<file path="src/rtl/cc_commute_pkg.sv">
package cc_commute_pkg;
  localparam int unsigned MODE_W = 3;

  typedef struct packed {
    logic              oe;
    logic              oen;
    logic [MODE_W-1:0] mode;
  } ch_ctl_t;

  localparam int unsigned CTL_W = $bits(ch_ctl_t);
endpackage

</file>
<file path="src/rtl/cc_rst_sync.sv">
module cc_rst_sync #(
  parameter int unsigned STAGES = 2
) (
  input  logic clk,
  input  logic rst_n,
  output logic rst_no
);
  logic [STAGES-1:0] sync_q;
  logic [STAGES-1:0] sync_d;

  always_comb sync_d = {sync_q[STAGES-2:0], 1'b1};

  always_ff @(posedge clk or negedge rst_n) begin
    if (!rst_n) sync_q <= '0;
    else        sync_q <= sync_d;
  end

  assign rst_no = sync_q[STAGES-1];
endmodule

</file>
<file path="src/rtl/cc_trig_edge.sv">
module cc_trig_edge (
  input  logic clk,
  input  logic rst_ni,
  input  logic trg_in,
  output logic rise
);
  logic trg_q;

  always_ff @(posedge clk or negedge rst_ni) begin
    if (!rst_ni) trg_q <= 1'b0;
    else         trg_q <= trg_in;
  end

  assign rise = trg_in & ~trg_q;

  // a held level cannot yield two consecutive rises
  a_r7_single_rise: assert property (@(posedge clk) disable iff (!rst_ni)
    rise |=> !rise);
endmodule

</file>
<file path="src/rtl/cc_ctl_bank.sv">
module cc_ctl_bank
  import cc_commute_pkg::*;
#(
  parameter bit HAS_COMP = 1'b1
) (
  input  logic    clk,
  input  logic    rst_ni,
  input  logic    wr_en,
  input  ch_ctl_t wr_val,
  input  logic    stage_en,
  input  logic    com_evt,
  output ch_ctl_t act,
  output logic    xfer
);
  ch_ctl_t shd_q, shd_d;
  ch_ctl_t act_q, act_d;
  ch_ctl_t wr_eff;
  logic    stage_eff;

  generate
    if (HAS_COMP) begin : g_comp
      assign stage_eff = stage_en;
      assign wr_eff    = wr_val;
    end else begin : g_nocomp
      assign stage_eff = 1'b0;
      assign wr_eff    = '{oe: wr_val.oe, oen: 1'b0, mode: wr_val.mode};
    end
  endgenerate

  always_comb begin
    shd_d = wr_en ? wr_eff : shd_q;
    act_d = act_q;
    if (!stage_eff) begin
      if (wr_en) act_d = wr_eff;
    end else if (com_evt) begin
      act_d = shd_d;
    end
  end

  always_ff @(posedge clk or negedge rst_ni) begin
    if (!rst_ni) begin
      shd_q <= '0;
      act_q <= '0;
    end else begin
      shd_q <= shd_d;
      act_q <= act_d;
    end
  end

  assign act  = act_q;
  assign xfer = stage_eff & com_evt;

  // direct mode write lands at the next edge
  a_r2_direct_write: assert property (@(posedge clk) disable iff (!rst_ni)
    (!stage_eff && wr_en) |=> (act.oe == $past(wr_val.oe) && act.mode == $past(wr_val.mode)));
  // staged settings hold without a commutation event
  a_r3_staged_hold: assert property (@(posedge clk) disable iff (!rst_ni)
    (stage_eff && !com_evt) |=> $stable(act));
  // write coinciding with commutation is forwarded
  a_r8_write_forward: assert property (@(posedge clk) disable iff (!rst_ni)
    (stage_eff && com_evt && wr_en) |=> (act == $past(wr_val)));
endmodule

</file>
<file path="src/rtl/cc_com_flag.sv">
module cc_com_flag (
  input  logic clk,
  input  logic rst_ni,
  input  logic set,
  input  logic clr,
  output logic flag
);
  logic flag_q, flag_d;

  always_comb flag_d = set | (flag_q & ~clr);

  always_ff @(posedge clk or negedge rst_ni) begin
    if (!rst_ni) flag_q <= 1'b0;
    else         flag_q <= flag_d;
  end

  assign flag = flag_q;

  // a transfer always shows in the flag, even against a clear
  a_r9_set_wins: assert property (@(posedge clk) disable iff (!rst_ni)
    set |=> flag);
  // flag is sticky until cleared
  a_r9_sticky: assert property (@(posedge clk) disable iff (!rst_ni)
    (flag && !clr) |=> flag);
endmodule

</file>
<file path="src/rtl/cc_commute_ctrl.sv">
module cc_commute_ctrl
  import cc_commute_pkg::*;
#(
  parameter bit HAS_COMP = 1'b1
) (
  input  logic              clk,
  input  logic              rst_n,
  input  logic              wr_en,
  input  logic              wr_oe,
  input  logic              wr_oen,
  input  logic [MODE_W-1:0] wr_mode,
  input  logic              stage_en,
  input  logic              trg_sel,
  input  logic              com_sw,
  input  logic              trg_in,
  input  logic              done_clr,
  output logic              act_oe,
  output logic              act_oen,
  output logic [MODE_W-1:0] act_mode,
  output logic              com_done
);
  logic    rst_ni;
  logic    trg_rise;
  logic    com_evt;
  logic    xfer;
  ch_ctl_t wr_val;
  ch_ctl_t act;

  cc_rst_sync #(.STAGES(2)) u_rst (.clk(clk), .rst_n(rst_n), .rst_no(rst_ni));

  cc_trig_edge u_edge (.clk(clk), .rst_ni(rst_ni), .trg_in(trg_in), .rise(trg_rise));

  assign com_evt = com_sw | (trg_sel & trg_rise);
  assign wr_val  = '{oe: wr_oe, oen: wr_oen, mode: wr_mode};

  cc_ctl_bank #(.HAS_COMP(HAS_COMP)) u_bank (
    .clk(clk), .rst_ni(rst_ni), .wr_en(wr_en), .wr_val(wr_val),
    .stage_en(stage_en), .com_evt(com_evt), .act(act), .xfer(xfer)
  );

  cc_com_flag u_flag (.clk(clk), .rst_ni(rst_ni), .set(xfer), .clr(done_clr), .flag(com_done));

  assign act_oe   = act.oe;
  assign act_oen  = act.oen;
  assign act_mode = act.mode;

  // with trigger source deselected, only the strobe can transfer
  a_r5_trig_ignored: assert property (@(posedge clk) disable iff (!rst_ni)
    (!trg_sel && !com_sw && !done_clr && !com_done) |=> !com_done);
  // no complementary output means nothing is ever staged
  a_r10_no_comp: assert property (@(posedge clk) disable iff (!rst_ni)
    !HAS_COMP |-> (!act_oen && !com_done));
endmodule

</file>
<file path="config.mk">
export PLATFORM = sky130hd
export DESIGN_NAME = cc_commute_ctrl
export DESIGN_NICKNAME = d
export VERILOG_FILES = /design/src/rtl/cc_commute_pkg.sv /design/src/rtl/cc_rst_sync.sv /design/src/rtl/cc_trig_edge.sv /design/src/rtl/cc_ctl_bank.sv /design/src/rtl/cc_com_flag.sv /design/src/rtl/cc_commute_ctrl.sv
export SDC_FILE = /design/constraint.sdc
export NUM_CORES = 1
export LEC_CHECK = 0
export ABC_AREA = 1
export BUFFER_PORTS_ARGS = -buffer_cell sky130_fd_sc_hd__buf_4
export CAP_MARGIN = 20
export CORE_UTILIZATION = 31
export DETAILED_ROUTE_END_ITERATION = 10
export PLACE_DENSITY = 0.5
export SLEW_MARGIN = 15
export SYNTH_ARGS = -nofsm -noshare
export SYNTH_HDL_FRONTEND = slang
export SYNTH_SLANG_ARGS = --single-unit
</file>
<file path="constraint.sdc">
create_clock -name clk -period 0.8 [get_ports clk]
set_clock_uncertainty 0.05 [all_clocks]
set_input_delay 0.08 -clock clk [delete_from_list [all_inputs] [get_ports clk]]
set_output_delay 0.08 -clock clk [all_outputs]
set_load 0.01 [all_outputs]
</file>
### Yosys cells after proc, flatten, opt, wreduce, memory -nomap -nowiden

Index checks and enable logic that the tools add are counted.

* register bits after elaboration: 14
* latch bits: 0
* RAM bits: 0
* ROM bits: 0
* input bits: 13
* output and inout port bits: 6
* word-level logic and storage cells: 24
* memories kept: 0

* add/subtract/negate cells: 0
* multipliers: 0
* div/mod/pow operators: 0
* magnitude comparators: 0
* equal/unequal tests: 1
* shift-type cells: 0
* multiplexer cells: 4
* bitwise operators: 8
* reductions and logical operators: 2

Operators by type and width (number)
* 5-bit two-way mux: 4
* 1-bit bitwise AND: 4
* 2-bit by 1-bit != test with 1-bit output, second input constant: 1
* 1-bit NOT: 2
* 1-bit bitwise OR: 2
* 2-bit AND reduction: 1
* 2-bit nonzero test: 1

### Longest topological paths before layout

Gate-level depths: netlist of run 1.

* depth after elaboration: 6
* depth in mapped cells: 7
* gate-level depth less buffers: 7

### Cells and area by module

From an unflattened synthesis of run 1, not the netlist that was laid out.

* cells, all modules: 65
* area total of the unflattened synthesis: 583.1 µm²

By module, submodules not included
* cc_ctl_bank: times used 1, cells an instance 51, area each 442.9 µm², seq. area each 250.2 µm²
* cc_rst_sync: times used 1, cells an instance 3, area each 53.8 µm², seq. area each 50.0 µm²
* cc_com_flag: times used 1, cells an instance 5, area each 40.0 µm², seq. area each 25.0 µm²
* cc_trig_edge: times used 1, cells an instance 3, area each 35.0 µm², seq. area each 25.0 µm²
* cc_commute_ctrl: times used 1, cells an instance 3, area each 11.3 µm², seq. area each 0.0 µm²

### Least setup slack after synthesis of run 1

OpenSTA, ideal clock, no wires.

* path type: register -> register
* start: register u_edge.trg_q
* end: register u_bank.act_q (netlist bit u_bank.act[0])
* setup time: 117 ps
* arrival: 760 ps
* data required time: 633 ps
* setup slack: -126 ps
* stages on the path, launching flop included: 8
* path buffers: 0
* clock period less this slack: 926 ps
* cell sequence: dfrtp_1 inv_1 nand3_1 nand2_1 nand2_1 nand2_2 nand2_1 nand2_1

* cells in the longest elaborated chain, start to end: 6

RTL lines
* start: declaration: line cc_trig_edge.sv:7 `logic trg_q;`
* start signal: assignment: line cc_trig_edge.sv:11 `else trg_q <= trg_in;`
* 1-bit NOT: line cc_trig_edge.sv:14 `assign rise = trg_in & ~trg_q;`
* 1-bit bitwise AND: line cc_trig_edge.sv:14
* 1-bit bitwise AND: line cc_commute_ctrl.sv:33 `assign com_evt = com_sw | (trg_sel & trg_rise);`
* 1-bit bitwise OR: line cc_commute_ctrl.sv:33
* 2-bit by 1-bit != test with 1-bit output (no source line)
* 2-bit AND reduction (no source line)
* end signal: assignment: line cc_ctl_bank.sv:46 `act_q <= act_d;`
* end: declaration: line cc_ctl_bank.sv:16 `ch_ctl_t act_q, act_d;`

No other way between the ends.
A chain may end at the register's enable or synchronous reset.

### Final worst setup path of run 1

* start: register u_edge.trg_q
* end: register u_bank.act_q (netlist bit u_bank.act[3])

The elaborated chain is that of the path after synthesis.

==> impl_metrics.yaml, run 1 <==
grt:
  grt_pass1_wl_um: 1890
  antenna_found_initial: 0
  grt_max_degree: 12
  grt_pass1_vias: 489
  grt_usage: 0.1287
  overflow: 0
place:
  placed_area_um2: 805.8
  placed_cells: 118
  numPortBuffers: 18
  dp_hpwl_um: 929
  gp_congestion: 0.6785
  place_ws_ns: -0.1646
timing:
  max_clock_freq_ghz: 1.053
  rsz0062_at_grt: "true"
  setup_tns_ns: -1.561
  fin_crit_sh: 1.187
  final.min_clock_period_ns: 0.9498
  hold_viol: 3
  hold_ws_ns: -0.02577
  timing.final.ws_setup_ns: -0.1498
  finalSetupViolCount: 12
  slew_violations: 0
critical_path:
  startpoint_type: "flop"
  crit_path_start: "u_edge.trg_q"
  cp-endpoint: "u_bank.act[3]"
  path_max_fanout: 7
  crit_required_ns: 0.97
  r2r-start: "u_edge.trg_q"
  cp-end-kind: "flop"
  worst-setup-path-type: "flop to flop"
  reg2regPathDepth: 7
  arrival_ns: 1.12
  rrSetupSlack_ns: -0.15
  r2r_end: "u_bank.act[3]"
power_and_ir_drop:
  power_mw: 1.722
  peakVddDrop_mv: 1.273
  p_per_area_nw_per_um2: 1857
  p_leak_nw: 0.5097
yosys:
  synth.avg_cell_area_um2: 8.600
  synthCells: 71
  mappedNetlistArea_um2: 610.6
  synthSimpleGateAreaFrac: 0.2664
  yosys.cell_types.count: 10
  syn_nets: 84
  synth-seq-area-share: 0.5738
  synth_top_family_by_area: "simple AND/OR/NAND/NOR gates"
  synth_xor_area_frac: 0
  yosysWarnings: 0
  synth_compound_area_frac: 0.07992
  synthAdderAreaFrac: 0
  synthMuxAreaShare: 0
  synth-seq-cells: 14
clock_network:
  cts_tree: "done"
  cts-htree-levels: 1
  clockBufferDepth: 2
  cts-root-buf: "clkbuf_4"
  clkTransAtPathRegs_ns: 0.09
  holdBufCountCts: 3
  insertion_delay_ns: 0.28
  clock_sinks: 14
  cts_buffers: 3
die:
  core_um2: 1783
  rows: 15
  start_util: 0.3425
  ios: 19
  fp.dieH_um: 46.38
  dieWidth_um: 46.38
  design.die.area_um2: 2151
layout:
  nNetsFinal: 116
  drive_above_1_share: 0.3922
  antennaDiodeCount: 0
  fin_cells: 127
  post-route-cell-area_um2: 927.1
  fillCellCount: 183
  utilization: 0.5200
  syn2layout_area_growth_pct: 51.84
routing:
  drt_iter0_markers: 5
  ant_nets: 0
  dr.pass1.iters: 4
  wirelength_um: 1255
  routed_via_density: 4.134
  drc: 0
  avgRoutedWirePerCell_um: 9.882
  via_count: 525
run:
  maxCapViolCount: 0
worst_hold_path:
  hp-class: "primary input to flop"
outcome:
  status: "finished with violations"
  violations: "hold timing, setup timing"
## layer usage
layer  global-route usage  part of all wire
met4              0.07059             0.018
met3              0.03529             0.056
met2               0.1889              0.43
met1               0.1691              0.49
met5                    0                 0
## what timing repair did
| item | CTS | global route |
|---|---|---|
| gates resized for setup | 6 | 4 |
| buffers inserted | 2 | 0 |
| pin swaps | 1 | 0 |
| endpoints found under the hold margin | 7 | 3 |
| endpoints found under the setup margin | 12 | 12 |
## synthesized netlist by cell type (all sizes together)
cell type   n  share of area
o21ai       6          0.080
nand2      34           0.22
buf         1          0.018
nand3       6          0.049
conb        1         0.0061
dfrtp      14           0.57
inv         9          0.055
## power by group
group / total [mW] / leakage, nW / internal (mW) / switching [mW]
clock network: 0.513 / 0.0210 / 0.277 / 0.236
registers: 0.817 / 0.170 / 0.779 / 0.0376
logic: 0.392 / 0.319 / 0.218 / 0.175
## cells in the final DEF, fill, tap and decap left out
cell type,count
nand2_4,2
o21ai_2,5
buf_6,6
dlygate4sd3_1,3
nand3_1,5
nand2_1,30
conb_1,1
inv_2,1
o21ai_0,1
clkbuf_4,3
nand2_2,2
buf_4,19
clkbuf_8,1
nand3_2,1
inv_1,8
dfrtp_1,14
## worst max-delay path: stages, from the launching register on
cell and delay, ns:
dfrtp_1 0.37, inv_1 0.06, nand3_2 0.07, nand2_2 0.08, nand2_4 0.08, nand2_4 0.08, nand2_1 0.05, nand2_1 0.05
## area by class of cell
type / instances / area (um2) / share of cell area
flip-flops and latches: 14 / 350.3 / 0.3779
repair buffers: 28 / 240.2 / 0.2591
multi-input cells: 47 / 235.2 / 0.2537
clock buffers: 4 / 36.28 / 0.03914
well taps: 25 / 31.28 / 0.03374
inverters: 9 / 33.78 / 0.03644
## flip-flops by register name, indices dropped and copies added (netlist names)
name          count
u_rst.sync_q      2
u_bank.act        5
u_edge.trg_q      1
u_bank.shd_q      5
u_flag.flag       1
## cell families (layout without fill, tap and decap cells)
logic type / Yosys count / after routing
other: 1 / 1
AOI/OAI and AO/OA: 6 / 6
DFF: 14 / 14
buffers and inverters: 10 / 41
and+or+nand+nor: 40 / 40
## worst min path at each step
| stage | start | endpoint | slack, ns | cells past startpoint |
|---|---|---|---|---|
| 3_5_place_dp | rst_n | u_rst.sync_q[0] | -0.19 | 1 |
| 3_3_place_gp | rst_n | u_rst.sync_q[0] | -0.19 | 1 |
| 5_1_grt | wr_mode[0] | u_bank.shd_q[0] | -0.03 | 3 |
| 4_1_cts | wr_mode[1] | u_bank.shd_q[1] | -0.03 | 3 |
| 6_report | wr_mode[1] | u_bank.shd_q[1] | -0.03 | 3 |
| 2_1_floorplan | rst_n | u_rst.sync_q[0] | -0.27 | 0 |
(Power assumes the default switching activity.)
==> run 2: changes to the inputs <==
==> constraint.sdc (replaced) <==
create_clock -name clk -period 0.8 [get_ports clk]
set_clock_uncertainty 0.05 [all_clocks]
set_input_delay 0.08 -clock clk [delete_from_list [all_inputs] [get_ports clk]]
set_output_delay 0.08 -clock clk [all_outputs]
set_load 0.05 [all_outputs]
==> impl_metrics.yaml, run 2 (same netlist as run 1, synthesis figures left out) <==
outcome:
  status: "finished with violations"
  violations: "hold timing, setup timing"
routing:
  ant_nets: 0
  avgRoutedWirePerCell_um: 9.310
  wirelength_um: 1201
  via_count: 516
  drc: 0
  drt_iter0_markers: 6
  routed_via_density: 4.000
  dr.pass1.iters: 3
power_and_ir_drop:
  clkPwrFrac: 0.261
  p_int_mw: 1.312
  power_frac_seq: 0.438
  p_per_area_nw_per_um2: 1936
  pwr-share-comb: 0.301
  power_mw: 1.880
  peakVddDrop_mv: 0.8826
  p_sw_frac: 0.3025
  p_leak_nw: 0.5176
  switchingPower_mw: 0.5687
timing:
  rsz0062_at_grt: "true"
  slew_violations: 0
  final.min_clock_period_ns: 0.9730
  max_clock_freq_ghz: 1.028
  setup_tns_ns: -1.854
  finalSetupViolCount: 12
  hold_viol: 2
  fin_crit_sh: 1.216
  hold_ws_ns: -0.01577
  timing.final.ws_setup_ns: -0.1730
place:
  gp_congestion: 0.7069
  place_ws_ns: -0.1646
  placed_area_um2: 825.8
  dp_hpwl_um: 845.2
  placed_cells: 118
  numPortBuffers: 18
worst_hold_path:
  hp-class: "primary input to flop"
  hold_depth: 3
die:
  fp.dieH_um: 46.38
  ios: 19
  core_um2: 1783
  rows: 15
  design.die.area_um2: 2151
  start_util: 0.3425
  dieWidth_um: 46.38
critical_path:
  r2r_end: "u_bank.act[1]"
  reg2regPathDepth: 7
  crit_required_ns: 0.67
  path_max_fanout: 2
  worst-setup-path-type: "flop to output port"
  path_delay_family: "flip-flops"
  r2r-start: "u_edge.trg_q"
  path_cells: "buf_6"
  cp-endpoint: "act_oen"
  cp-end-kind: "output port"
  cp_slowest_cell: "dfrtp_2"
  startpoint_type: "flop"
  crit_path_start: "u_bank.act[3]"
  path_buf_inv: 1
  arrival_ns: 0.84
  path_depth: 1
  rrSetupSlack_ns: -0.15
  cpPeakStageDelay_ns: 0.42
clock_network:
  clkTransAtPathRegs_ns: 0.08
  clockBufferDepth: 2
  cts_buffers: 3
  cts-root-buf: "clkbuf_4"
  insertion_delay_ns: 0.27
  clock_sinks: 14
  cts_tree: "done"
  cts-htree-levels: 1
layout:
  final_common_cell: "nand2_1"
  nNetsFinal: 118
  syn2layout_area_growth_pct: 59.02
  antennaDiodeCount: 0
  multiInputGateArea_um2: 244.0
  post-route-cell-area_um2: 970.9
  fillCellCount: 186
  mostFrequentLayoutCells: "nand2_1 (28), buf_4 (20), dfrtp_1 (8)"
  fin_cells: 129
  regArea_um2: 357.8
  utilization: 0.5446
  drive_above_1_share: 0.5000
run:
  maxCapViolCount: 0
grt:
  overflow: 0
  grt_pass1_wl_um: 1932
  grt_pass1_vias: 468
  antenna_found_initial: 0
  grt_max_degree: 13
  grt_usage: 0.1332
run 2: cell types whose count changed in the layout (fill, tap and decap cells not counted), sizes merged:
cell  delta
buf      +2
run 2: worst reg2reg max path, stage by stage (launching register included):
cell     delay [ns]
dfrtp_1        0.36
inv_1          0.07
nand3_2        0.07
nand2_2        0.08
nand2_4        0.08
nand2_4        0.08
nand2_1        0.06
nand2_1        0.05
run 2: what timing repair did:
action	CTS	global route
hold endpoints to repair	6	0
endpoints found under the setup margin	12	13
hold buffers	3	0
gates resized for setup	10	5
setup buffers	2	2
run 2: metal layers:
layer | global-route usage | vias to the layer above | routed length [um]
met1 | 0.1727 | 219 | 538
met2 | 0.1972 | 11 | 593
met3 | 0.02745 | 2 | 57
met4 | 0.08824 | 0 | 12
li1 | - | 284 | -
met5 | 0 | - | 0
run 2: worst min path at each step:
stage               startpoint         endpoint  slack [ns]
floorplan                rst_n  u_rst.sync_q[0]       -0.27
global placement         rst_n  u_rst.sync_q[1]       -0.19
detailed placement       rst_n  u_rst.sync_q[1]       -0.19
CTS                 wr_mode[1]  u_bank.shd_q[1]       -0.03
global route        wr_mode[1]  u_bank.shd_q[1]       0.001
finish              wr_mode[1]  u_bank.shd_q[1]       -0.02
run 2: power groups by stage:
stage / Sequential [mW] / Combinational (mW) / Clock, mW
after global placement: 0.832 / 0.474 / 0
after floorplan: 0.989 / 0.132 / 0
final: 0.824 / 0.565 / 0.491
after detailed placement: 0.832 / 0.474 / 0
after CTS: 0.824 / 0.547 / 0.523
after global routing: 0.832 / 0.620 / 0.542
run 2: cell type report:
class / instances / area share
inverter: 9 / 0.03479
timing repair buffer: 30 / 0.2758
multi-input combinational: 47 / 0.2513
clock buffer: 4 / 0.03737
tap: 25 / 0.03222
sequential: 14 / 0.3686
==> run 3: changes to the inputs <==
--- a/config.mk
+++ b/config.mk
@@ -8,9 +8,11 @@
 export ABC_AREA = 1
 export BUFFER_PORTS_ARGS = -buffer_cell sky130_fd_sc_hd__buf_4
 export CAP_MARGIN = 20
+export CELL_PAD_IN_SITES_DETAIL_PLACEMENT = 0
+export CELL_PAD_IN_SITES_GLOBAL_PLACEMENT = 1
 export CORE_UTILIZATION = 31
 export DETAILED_ROUTE_END_ITERATION = 10
-export PLACE_DENSITY = 0.5
+export PLACE_DENSITY = 0.65
 export SLEW_MARGIN = 15
 export SYNTH_ARGS = -nofsm -noshare
 export SYNTH_HDL_FRONTEND = slang
==> impl_metrics.yaml, run 3 (same netlist as run 1, synthesis figures left out) <==
clock_network:
  cts-root-buf: "clkbuf_4"
  clkTransAtPathRegs_ns: 0.08
  cts_buffers: 3
  holdBufCountCts: 3
  clock_sinks: 14
  cts-htree-levels: 1
  insertion_delay_ns: 0.28
  cts_tree: "done"
  clockBufferDepth: 2
routing:
  drt_iter0_markers: 8
  dr.pass1.iters: 4
  avgRoutedWirePerCell_um: 10.00
  via_count: 547
  ant_nets: 0
  routed_via_density: 4.376
  drc: 0
  wirelength_um: 1250
timing:
  hold_ws_ns: -0.01988
  max_clock_freq_ghz: 1.017
  timing.final.ws_setup_ns: -0.1835
  slew_violations: 0
  fin_crit_sh: 1.229
  finalSetupViolCount: 12
  final.min_clock_period_ns: 0.9835
  hold_viol: 5
  rsz0062_at_grt: "true"
grt:
  overflow: 0
  grt_max_degree: 12
  grt_usage: 0.1359
  grt_pass1_wl_um: 1987
  antenna_found_initial: 0
  grt_pass1_vias: 494
die:
  design.die.area_um2: 2151
  rows: 15
  fp.dieH_um: 46.38
  ios: 19
  dieWidth_um: 46.38
  start_util: 0.3425
  core_um2: 1783
critical_path:
  cp_slowest_cell: "dfrtp_2"
  worst-setup-path-type: "flop to output port"
  arrival_ns: 0.85
  path_cells: "buf_6"
  startpoint_type: "flop"
  crit_required_ns: 0.67
  cp-end-kind: "output port"
  path_max_fanout: 2
  path_delay_family: "flip-flops"
  path_buf_inv: 1
  cpPeakStageDelay_ns: 0.42
layout:
  drive_above_1_share: 0.4500
  multiInputGateArea_um2: 240.2
  nNetsFinal: 114
  mostFrequentLayoutCells: "nand2_1 (28), buf_4 (17), inv_1 (8), dfrtp_1 (8)"
  regArea_um2: 357.8
  final_common_cell: "nand2_1"
  syn2layout_area_growth_pct: 49.79
  fin_cells: 125
  fillCellCount: 187
  antennaDiodeCount: 0
place:
  placed_cells: 116
  dp_hpwl_um: 950.9
  gp_congestion: 0.6789
  numPortBuffers: 18
outcome:
  violations: "hold timing, setup timing"
  status: "finished with violations"
power_and_ir_drop:
  peakVddDrop_mv: 1.331
  p_per_area_nw_per_um2: 1936
  p_leak_nw: 0.4876
run:
  maxCapViolCount: 0
worst_hold_path:
  hp-class: "primary input to flop"
[run 3: changes by cell type in the layout (fill, tap and decap cells not counted), sizes merged]
cell	change
buf	-4
[run 3: final timing paths]
check / depth (start not counted) / endpoint / start / slack (ns)
max: 1 / act_mode[2] / u_bank.act[2] / -0.18
min: 3 / u_bank.shd_q[0] / wr_mode[0] / -0.02
max reg2reg: 7 / u_bank.act[0] / u_edge.trg_q / -0.16
min reg2reg: 1 / u_bank.shd_q[4] / u_rst.sync_q[1] / 0.09
max in group asynchronous: 1 / u_bank.act[2] / u_rst.sync_q[1] / 0.43
min in group asynchronous: 2 / u_rst.sync_q[1] / rst_n / 0.05
[run 3: metrics by stage]
step           TNS [ns]  total power [mW]    util  setup slack (ns)  area [um2]
2_1_floorplan   -0.4268             1.121       -          -0.08063       620.6
3_3_place_gp    -0.7407             1.287  0.4477           -0.1488       798.3
3_5_place_dp    -0.8699             1.289  0.4477           -0.1706       798.3
4_1_cts          -2.106             1.765  0.4919           -0.1980       877.1
5_1_grt          -2.468             1.868  0.5130           -0.2493       914.6
6_report         -1.840             1.771  0.5130           -0.1835       914.6
[run 3: where the power goes]
group	internal [mW]	switching (mW)
Clock	0.193	0.228
Sequential	0.787	0.0381
Combinational	0.215	0.309
Total	1.20	0.576
[run 3: area by class of cell]
type	count	area share
well taps	25	0.03420
clock buffers	4	0.02873
multi-input cells	47	0.2627
flip-flops and latches	14	0.3912
inverters	9	0.03694
repair buffers	26	0.2462
[run 3: timing repair]
item,CTS,global route
setup buffers,0,2
gates resized for setup,7,6
cloned,0,0
hold endpoints to repair,9,5
setup endpoints to repair,12,12
[run 3: layer usage]
metal  GRT usage  wire (um)  up-vias
met4     0.07059         17        0
met3     0.03529         68        4
met2      0.2139        603       18
met5           0          0        -
li1            -          -      278
met1      0.1687        561      247
